`config.mk`:
```
export PLATFORM = sky130hd
export DESIGN_NAME = pc_sequencer
export DESIGN_NICKNAME = d
export VERILOG_FILES = /design/src/rtl/pcseq_pkg.sv /design/src/rtl/pcseq_decode.sv /design/src/rtl/pcseq_jump_check.sv /design/src/rtl/pc_sequencer.sv
export SDC_FILE = /design/constraint.sdc
export NUM_CORES = 1
export LEC_CHECK = 0
export BUFFER_PORTS_ARGS = -buffer_cell sky130_fd_sc_hd__buf_2
export CAP_MARGIN = 0
export CORE_UTILIZATION = 44
export DETAILED_ROUTE_END_ITERATION = 16
export GPL_TIMING_DRIVEN = 1
export PLACE_DENSITY = 0.95
export SYNTH_ARGS = -nofsm -noshare
export SYNTH_HDL_FRONTEND = slang
export SYNTH_SLANG_ARGS = --single-unit
```
`constraint.sdc`:
```
create_clock -name clk -period 6.48 [get_ports clk]
set_input_delay 0.324 -clock clk [delete_from_list [all_inputs] [get_ports clk]]
set_output_delay 0.324 -clock clk [all_outputs]
set_load 0.05 [all_outputs]
```
`src/rtl/pcseq_pkg.sv`:
```
package pcseq_pkg;

    localparam logic [7:0] OP_JMP     = 8'h56;
    localparam logic [7:0] OP_JMPC    = 8'h57;
    localparam logic [2:0] PUSH_TOP3  = 3'b011;   // 0x60..0x7F

    typedef enum logic [1:0] {
        K_SINGLE,
        K_PUSH,
        K_JMP,
        K_JMPC
    } op_kind_e;

    typedef struct packed {
        op_kind_e   kind;
        logic [5:0] imm_len;   // immediate bytes following the opcode
    } op_info_t;

    typedef struct packed {
        logic       taken;     // control transfer requested
        logic       bad;       // requested transfer has an invalid target
        logic [1:0] pops;
    } jump_res_t;

    function automatic op_info_t classify(input logic [7:0] op);
        op_info_t r;
        r.kind    = K_SINGLE;
        r.imm_len = '0;
        if (op[7:5] == PUSH_TOP3) begin
            r.kind    = K_PUSH;
            r.imm_len = {1'b0, op[4:0]} + 6'd1;
        end else if (op == OP_JMP) begin
            r.kind = K_JMP;
        end else if (op == OP_JMPC) begin
            r.kind = K_JMPC;
        end
        return r;
    endfunction

endpackage

```
`src/rtl/pcseq_decode.sv`:
```
module pcseq_decode
    import pcseq_pkg::*;
(
    input  logic [7:0] opcode,
    output op_info_t   info
);
    always_comb info = classify(opcode);
endmodule

```
`src/rtl/pcseq_jump_check.sv`:
```
module pcseq_jump_check
    import pcseq_pkg::*;
#(
    parameter int PC_W  = 16,
    parameter int VAL_W = 32
) (
    input  op_kind_e          kind,
    input  logic [VAL_W-1:0]  dest,
    input  logic [VAL_W-1:0]  cond,
    input  logic              marked,
    output logic [PC_W-1:0]   probe,
    output jump_res_t         res
);
    logic out_of_range;

    generate
        if (VAL_W > PC_W) begin : g_wide
            assign out_of_range = |dest[VAL_W-1:PC_W];
            assign probe        = dest[PC_W-1:0];
        end else begin : g_narrow
            assign out_of_range = 1'b0;
            assign probe        = PC_W'(dest);
        end
    endgenerate

    always_comb begin
        res = '0;
        unique case (kind)
            K_JMP: begin
                res.pops  = 2'd1;
                res.taken = 1'b1;
            end
            K_JMPC: begin
                res.pops  = 2'd2;
                res.taken = |cond;
            end
            default: ;
        endcase
        res.bad = res.taken && (out_of_range || !marked);
    end
endmodule

```
`src/rtl/pc_sequencer.sv`:
```
module pc_sequencer
    import pcseq_pkg::*;
#(
    parameter int PC_W  = 16,
    parameter int VAL_W = 32
) (
    input  logic              clk,
    input  logic              rst,
    input  logic              step,
    input  logic [7:0]        opcode,
    input  logic [VAL_W-1:0]  stk_dest,
    input  logic [VAL_W-1:0]  stk_cond,
    input  logic              dest_marked,
    output logic [PC_W-1:0]   pc,
    output logic [PC_W-1:0]   next_pc,
    output logic [PC_W-1:0]   probe_addr,
    output logic [1:0]        pop_cnt,
    output logic              fault,
    output logic              halted
);
    localparam logic [PC_W-1:0] PC_ONE = PC_W'(1);

    op_info_t        info;
    jump_res_t       jres;
    logic [PC_W-1:0] pc_q;
    logic            halt_q;
    logic            live;
    logic [PC_W-1:0] seq_pc;

    pcseq_decode u_dec (
        .opcode (opcode),
        .info   (info)
    );

    pcseq_jump_check #(.PC_W(PC_W), .VAL_W(VAL_W)) u_jchk (
        .kind   (info.kind),
        .dest   (stk_dest),
        .cond   (stk_cond),
        .marked (dest_marked),
        .probe  (probe_addr),
        .res    (jres)
    );

    assign live   = step && !halt_q;
    assign seq_pc = pc_q + PC_ONE + PC_W'(info.imm_len);

    always_comb begin
        next_pc = pc_q;
        fault   = 1'b0;
        pop_cnt = 2'd0;
        if (live) begin
            pop_cnt = jres.pops;
            if (jres.bad)        fault   = 1'b1;
            else if (jres.taken) next_pc = probe_addr;
            else                 next_pc = seq_pc;
        end
    end

    always_ff @(posedge clk) begin
        if (rst) begin
            pc_q   <= '0;
            halt_q <= 1'b0;
        end else begin
            pc_q <= next_pc;
            if (fault) halt_q <= 1'b1;
        end
    end

    assign pc     = pc_q;
    assign halted = halt_q;
endmodule

```
Word-level counts from Yosys, hierarchy flattened

Cells that the tools add are included.

Register bits: 17
Bits in latches: 0
Memory bits (writable): 0
Bits in read-only memories: 0
Bits of input ports: 76
Output and inout bits: 52
Logic and storage cells: 29
Memories: 0

Add/subtract/negate cells: 3
$mul: 0
Divide/modulo/power cells: 0
Magnitude comparators: 0
Eq/ne operators: 5
Shift operators: 0
Mux-type cells: 12
Bitwise gates (word level): 0
Reductions and logical operators: 7

Operators by type and width:

| operator                                            | number |
|---|---|
| 2-to-1 mux 16 bit                                   | 3 |
| OR reduction 32 bit                                 | 1 |
| adder 16 x 1 -> 16 bit, second input constant       | 1 |
| adder 16 x 6 -> 16 bit                              | 1 |
| equality test 8 x 7 -> 1 bit, second input constant | 2 |
| OR reduction 16 bit                                 | 1 |
| 2-to-1 mux 2 bit                                    | 4 |
| adder 5 x 1 -> 6 bit, second input constant         | 1 |
| 2-to-1 mux 6 bit                                    | 1 |
| equality test 2 bit, second input constant          | 2 |
| case mux 2 bit (2 select lines)                     | 1 |
| equality test 3 x 2 -> 1 bit, second input constant | 1 |
| logical AND 1 bit                                   | 2 |
| logical NOT 1 bit                                   | 2 |
| 2-to-1 mux 1 bit                                    | 2 |
| case mux 1 bit (2 select lines)                     | 1 |
| logical OR 1 bit                                    | 1 |

Logic depth before layout (Yosys ltp)

Word-level depth: 9
Gate-level depth with buffers: 11
Gate-level depth less buffers: 11

Hierarchy

From an unflattened synthesis, not the netlist that was laid out.

Cell total of the unflattened synthesis: 236
Area total of the unflattened synthesis: 1,760.4 um2

By module, submodules not included:

| module           | instances | cells an instance | area each (um2) |
|---|---|---|---|
| pc_sequencer     | 1         | 176               | 1,333.8 |
| pcseq_jump_check | 1         | 36                | 254.0 |
| pcseq_decode     | 1         | 24                | 172.7 |

Worst setup path before layout

Ideal clock, no wire load.

Path type: input -> output
From: input opcode[0]
To: output next_pc[13]
Arrival time: 3.370 ns
Required time: 6.156 ns
Path slack: 2.786 ns
Stages: 10
Buffers on the path: 0
Cell sequence: inv_1 > ha_1 > nor2_1 > ha_1 > nor2b_1 > or2_2 > a221oi_1 > nor3_1 > and3_1 > nor3_1

Word-level cells in the longest chain between the ends: 9

RTL lines:

| item                                                           | line               | RTL |
|---|---|---|
| start, declared                                                | pc_sequencer.sv:10 | `input logic [7:0] opcode,` |
| branches (longest 7 deep; another with adder 16 x 6 -> 16 bit) | n/a                |  |
| 2-to-1 mux 16 bit *                                            | pc_sequencer.sv:53 | `if (jres.bad) fault = 1'b1;` |
| 2-to-1 mux 16 bit *                                            | pc_sequencer.sv:51 | `if (live) begin` |
| end, declared                                                  | pc_sequencer.sv:15 | `output logic [PC_W-1:0] next_pc,` |

Every way passes the cells marked *.

Worst setup path in the final report

From: input opcode[1]
To: output next_pc[13]

Same word-level chain as after synthesis.

==> results.json <==
{
  "path_class": "in -> out",
  "cp.required_ns": 6.16,
  "synthArstFlopShare": 0,
  "diodes": 0,
  "path_clk_slew_ns": 0.06,
  "die_y_um": 64.26,
  "hold_depth": 3,
  "crit_path_max_incr_delay_ns": 0.62,
  "syn-num-nets": 302,
  "syn_inst": 217,
  "slew_violations": 0,
  "max-vdd-ir-drop_v": 0.00007997,
  "drive_gt1_frac": 0.4448,
  "grt.total_usage": 0.2443,
  "fillers": 356,
  "hp-class": "in -> reg",
  "cts_root_buf": "clkbuf_8",
  "cpMaxStageDelayCell": "a221oi_1",
  "area_delta_synth_final_pct": 34.34,
  "post-route-util": 0.6211,
  "vias_per_cell": 5.666,
  "post_drt_wl_per_cell_um": 13.76,
  "synth_top_cells_by_area": "dfxtp_1 (20%), buf_4 (7.5%), nor2_1 (6.2%), ha_1 (5.9%), a211oi_1 (4.8%)",
  "grt.overflow.total": 0,
  "insertion_delay_ns": 0.26,
  "synth_top_flop_cell": "dfxtp_1",
  "crit_fanout": 6,
  "htree_levels": 1,
  "syn_area_per_cell_um2": 7.859,
  "cts_resized": 0,
  "yosysTopAreaCellShare": 0.1996,
  "reg2reg_to": "pc[12]",
  "drt_wl_total_um": 5147,
  "ios": 128,
  "ctsHoldBuffers": 0,
  "yosysWarnings": 0,
  "finalCriticalPeriod_ns": 3.522,
  "gp_congestion": 1.000,
  "r2r_slack_ns": 3.82,
  "r2r_cells": 10,
  "ant_nets": 0,
  "cts_tree": "done",
  "core-area_um2": 3689,
  "clock_sinks": 17,
  "timing.final.crit_share": 0.5434,
  "yosysTopAreaCell": "dfxtp_1",
  "post_cts_buffers": 0,
  "power_density_nw_per_um2": 139.1,
  "fmax_mhz": 284.0,
  "ys_seq_elements": 17,
  "grt_start_max_net_pins": 21,
  "drt_iter0_drc": 100,
  "hold_path.startpoint": "step",
  "rsz0062_at_grt": "false",
  "ys_types": 59,
  "r2r-start": "pc[0]",
  "crit_path_start_kind": "primary input",
  "drc": 0,
  "nets": 412,
  "grt_pass1_vias": 1843,
  "numPortBuffers": 127,
  "die_x_um": 64.26,
  "die_area_um2": 4129,
  "worst_pin_slew_ns": 0.8441,
  "maxCapViolCount": 0,
  "syn_area_um2": 1705,
  "rows": 22,
  "cts_inserted_buffers": 3,
  "hpwl_um": 4192,
  "initial_core_util": 0.4623,
  "grt_pass1_wl_um": 7941,
  "clockBufferDepth": 2,
  "status": "completed",
  "crit_arrival_ns": 3.20,
  "crit_chain": "buf_2 > ha_1 > nand3_1 > xor2_1 > nor2_1 > ha_1 > a21oi_1 > nand2_1 > a221oi_1 > nor3_1 > a311oi_1 > nor3_1 > buf_2",
  "seq_area_frac_synth": 0.1996,
  "final.setup.tns_ns": 0,
  "antenna_found_initial": 0,
  "fin_skew_ns": 0.005143,
  "synth-edff-count": 0,
  "dr.pass1.iters": 4,
  "min_to": "halted",
  "worstSetupEndpointType": "primary output",
  "finalSetupViolations": 0,
  "num_vias": 2119,
  "slew_headroom": 0.4339,
  "p_leak_nw": 1.176,
  "hold_viol_final": 0
}
==> logic make-up (layout without fill, tap and decap cells) <==
kind of cell,Yosys count,count (layout),share of synthesized area
DFF,17,17,0.1996
buffers and inverters,29,138,0.1064
muxes,2,2,0.01174
AOI/OAI and AO/OA,47,47,0.2208
xor gates and xnor gates,6,6,0.03081
and+or+nand+nor,107,107,0.3602
adders and majority gates,9,9,0.07044
==> sequential cells by signal, summed over array words and instances, names as in the netlist <==
| name | cells |
|---|---|
| halted | 1 |
| pc | 16 |
==> cell type report <==
cell class	instances	area [µm²]	area share
Inverter	7	26.28	0.01147
Timing Repair Buffer	127	635.6	0.2774
Clock buffer	4	45.04	0.01966
Tap cell	48	60.06	0.02622
Multi-Input combinational cell	171	1184	0.5167
Sequential cell	17	340.3	0.1486
==> metal layers <==
| metal | part of all wire | wire [µm] | GRT usage | up-vias |
|---|---|---|---|---|
| li1 | - | - | - | 1026 |
| met1 | 0.41 | 2109 | 0.2797 | 990 |
| met2 | 0.51 | 2607 | 0.4553 | 96 |
| met3 | 0.070 | 358 | 0.03036 | 7 |
| met4 | 0.014 | 72 | 0.08889 | 0 |
| met5 | 0 | 0 | 0 | - |
==> report_power, final <==
group | internal [W] | switching, W
Sequential | 0.000108 | 0.00000283
Clock | 0.0000438 | 0.0000386
Combinational | 0.0000413 | 0.0000845
Total | 0.000193 | 0.000126
==> per-stage QoR <==
stage	power [W]	hold slack [ns]	worst slack [ns]	instance area, µm²	cells
2_1_floorplan	0.0002014	0.4812	2.786	1705	217
3_3_place_gp	0.0002361	0.4845	3.093	2246	370
3_5_place_dp	0.0002381	0.5008	3.045	2246	370
4_1_cts	0.0003205	0.3365	3.020	2291	374
5_1_grt	0.0003328	0.3657	2.646	2291	374
6_report	0.0003186	0.3349	2.959	2291	374
==> cell usage after synthesis (all sizes together) (2+ instances only) <==
library cell / count
nand2b: 2
mux2i: 2
inv: 7
clkbuf: 2
dfxtp: 17
nor2b: 2
nand4: 3
buf: 20
o21ai: 4
a21o: 3
and4: 2
nand3: 4
o21a: 2
a2111oi: 2
xnor2: 5
a211oi: 11
and3: 8
nor3: 19
and4bb: 2
o31ai: 2
nand2: 16
nor4: 14
a21oi: 6
a31oi: 2
ha: 8
o311a: 3
nor2: 28
o31a: 2
==> worst max path at each step <==
| stage | endpoint | from | depth (start not counted) | slack, ns |
|---|---|---|---|---|
| after floorplan | next_pc[13] | opcode[0] | 10 | 2.79 |
| after global placement | next_pc[13] | opcode[0] | 12 | 3.09 |
| after detailed placement | next_pc[13] | opcode[1] | 13 | 3.05 |
| after CTS | next_pc[13] | opcode[1] | 13 | 3.02 |
| after global routing | next_pc[13] | opcode[0] | 13 | 2.65 |
| final | next_pc[13] | opcode[1] | 13 | 2.96 |
==> cells in the final DEF, fill, tap and decap left out, types with 2 or more instances in the layout <==
master / count
o311a_1: 3
nor3_1: 16
dfxtp_1: 17
o31a_1: 2
a211oi_1: 11
nand2_1: 15
nor2_1: 28
nand2b_1: 2
and3_1: 8
o21a_1: 2
and4_1: 2
a2111oi_2: 2
clkbuf_8: 3
xnor2_1: 5
nand3_1: 4
a31oi_1: 2
nor2b_1: 2
nor3_2: 2
o21ai_0: 3
inv_1: 7
nand4_1: 2
a21o_1: 3
ha_1: 8
nor4_1: 13
a21oi_1: 5
buf_2: 127
mux2i_1: 2
==> critical path: cells and delay by family <==
kind | cells | cell delay, ns
buf+inv | 2 | 0.32
compound gates | 3 | 1.14
xor+xnor | 1 | 0.15
fa+ha+maj | 2 | 0.55
simple gates | 5 | 0.68
(Power assumes the default switching activity.)
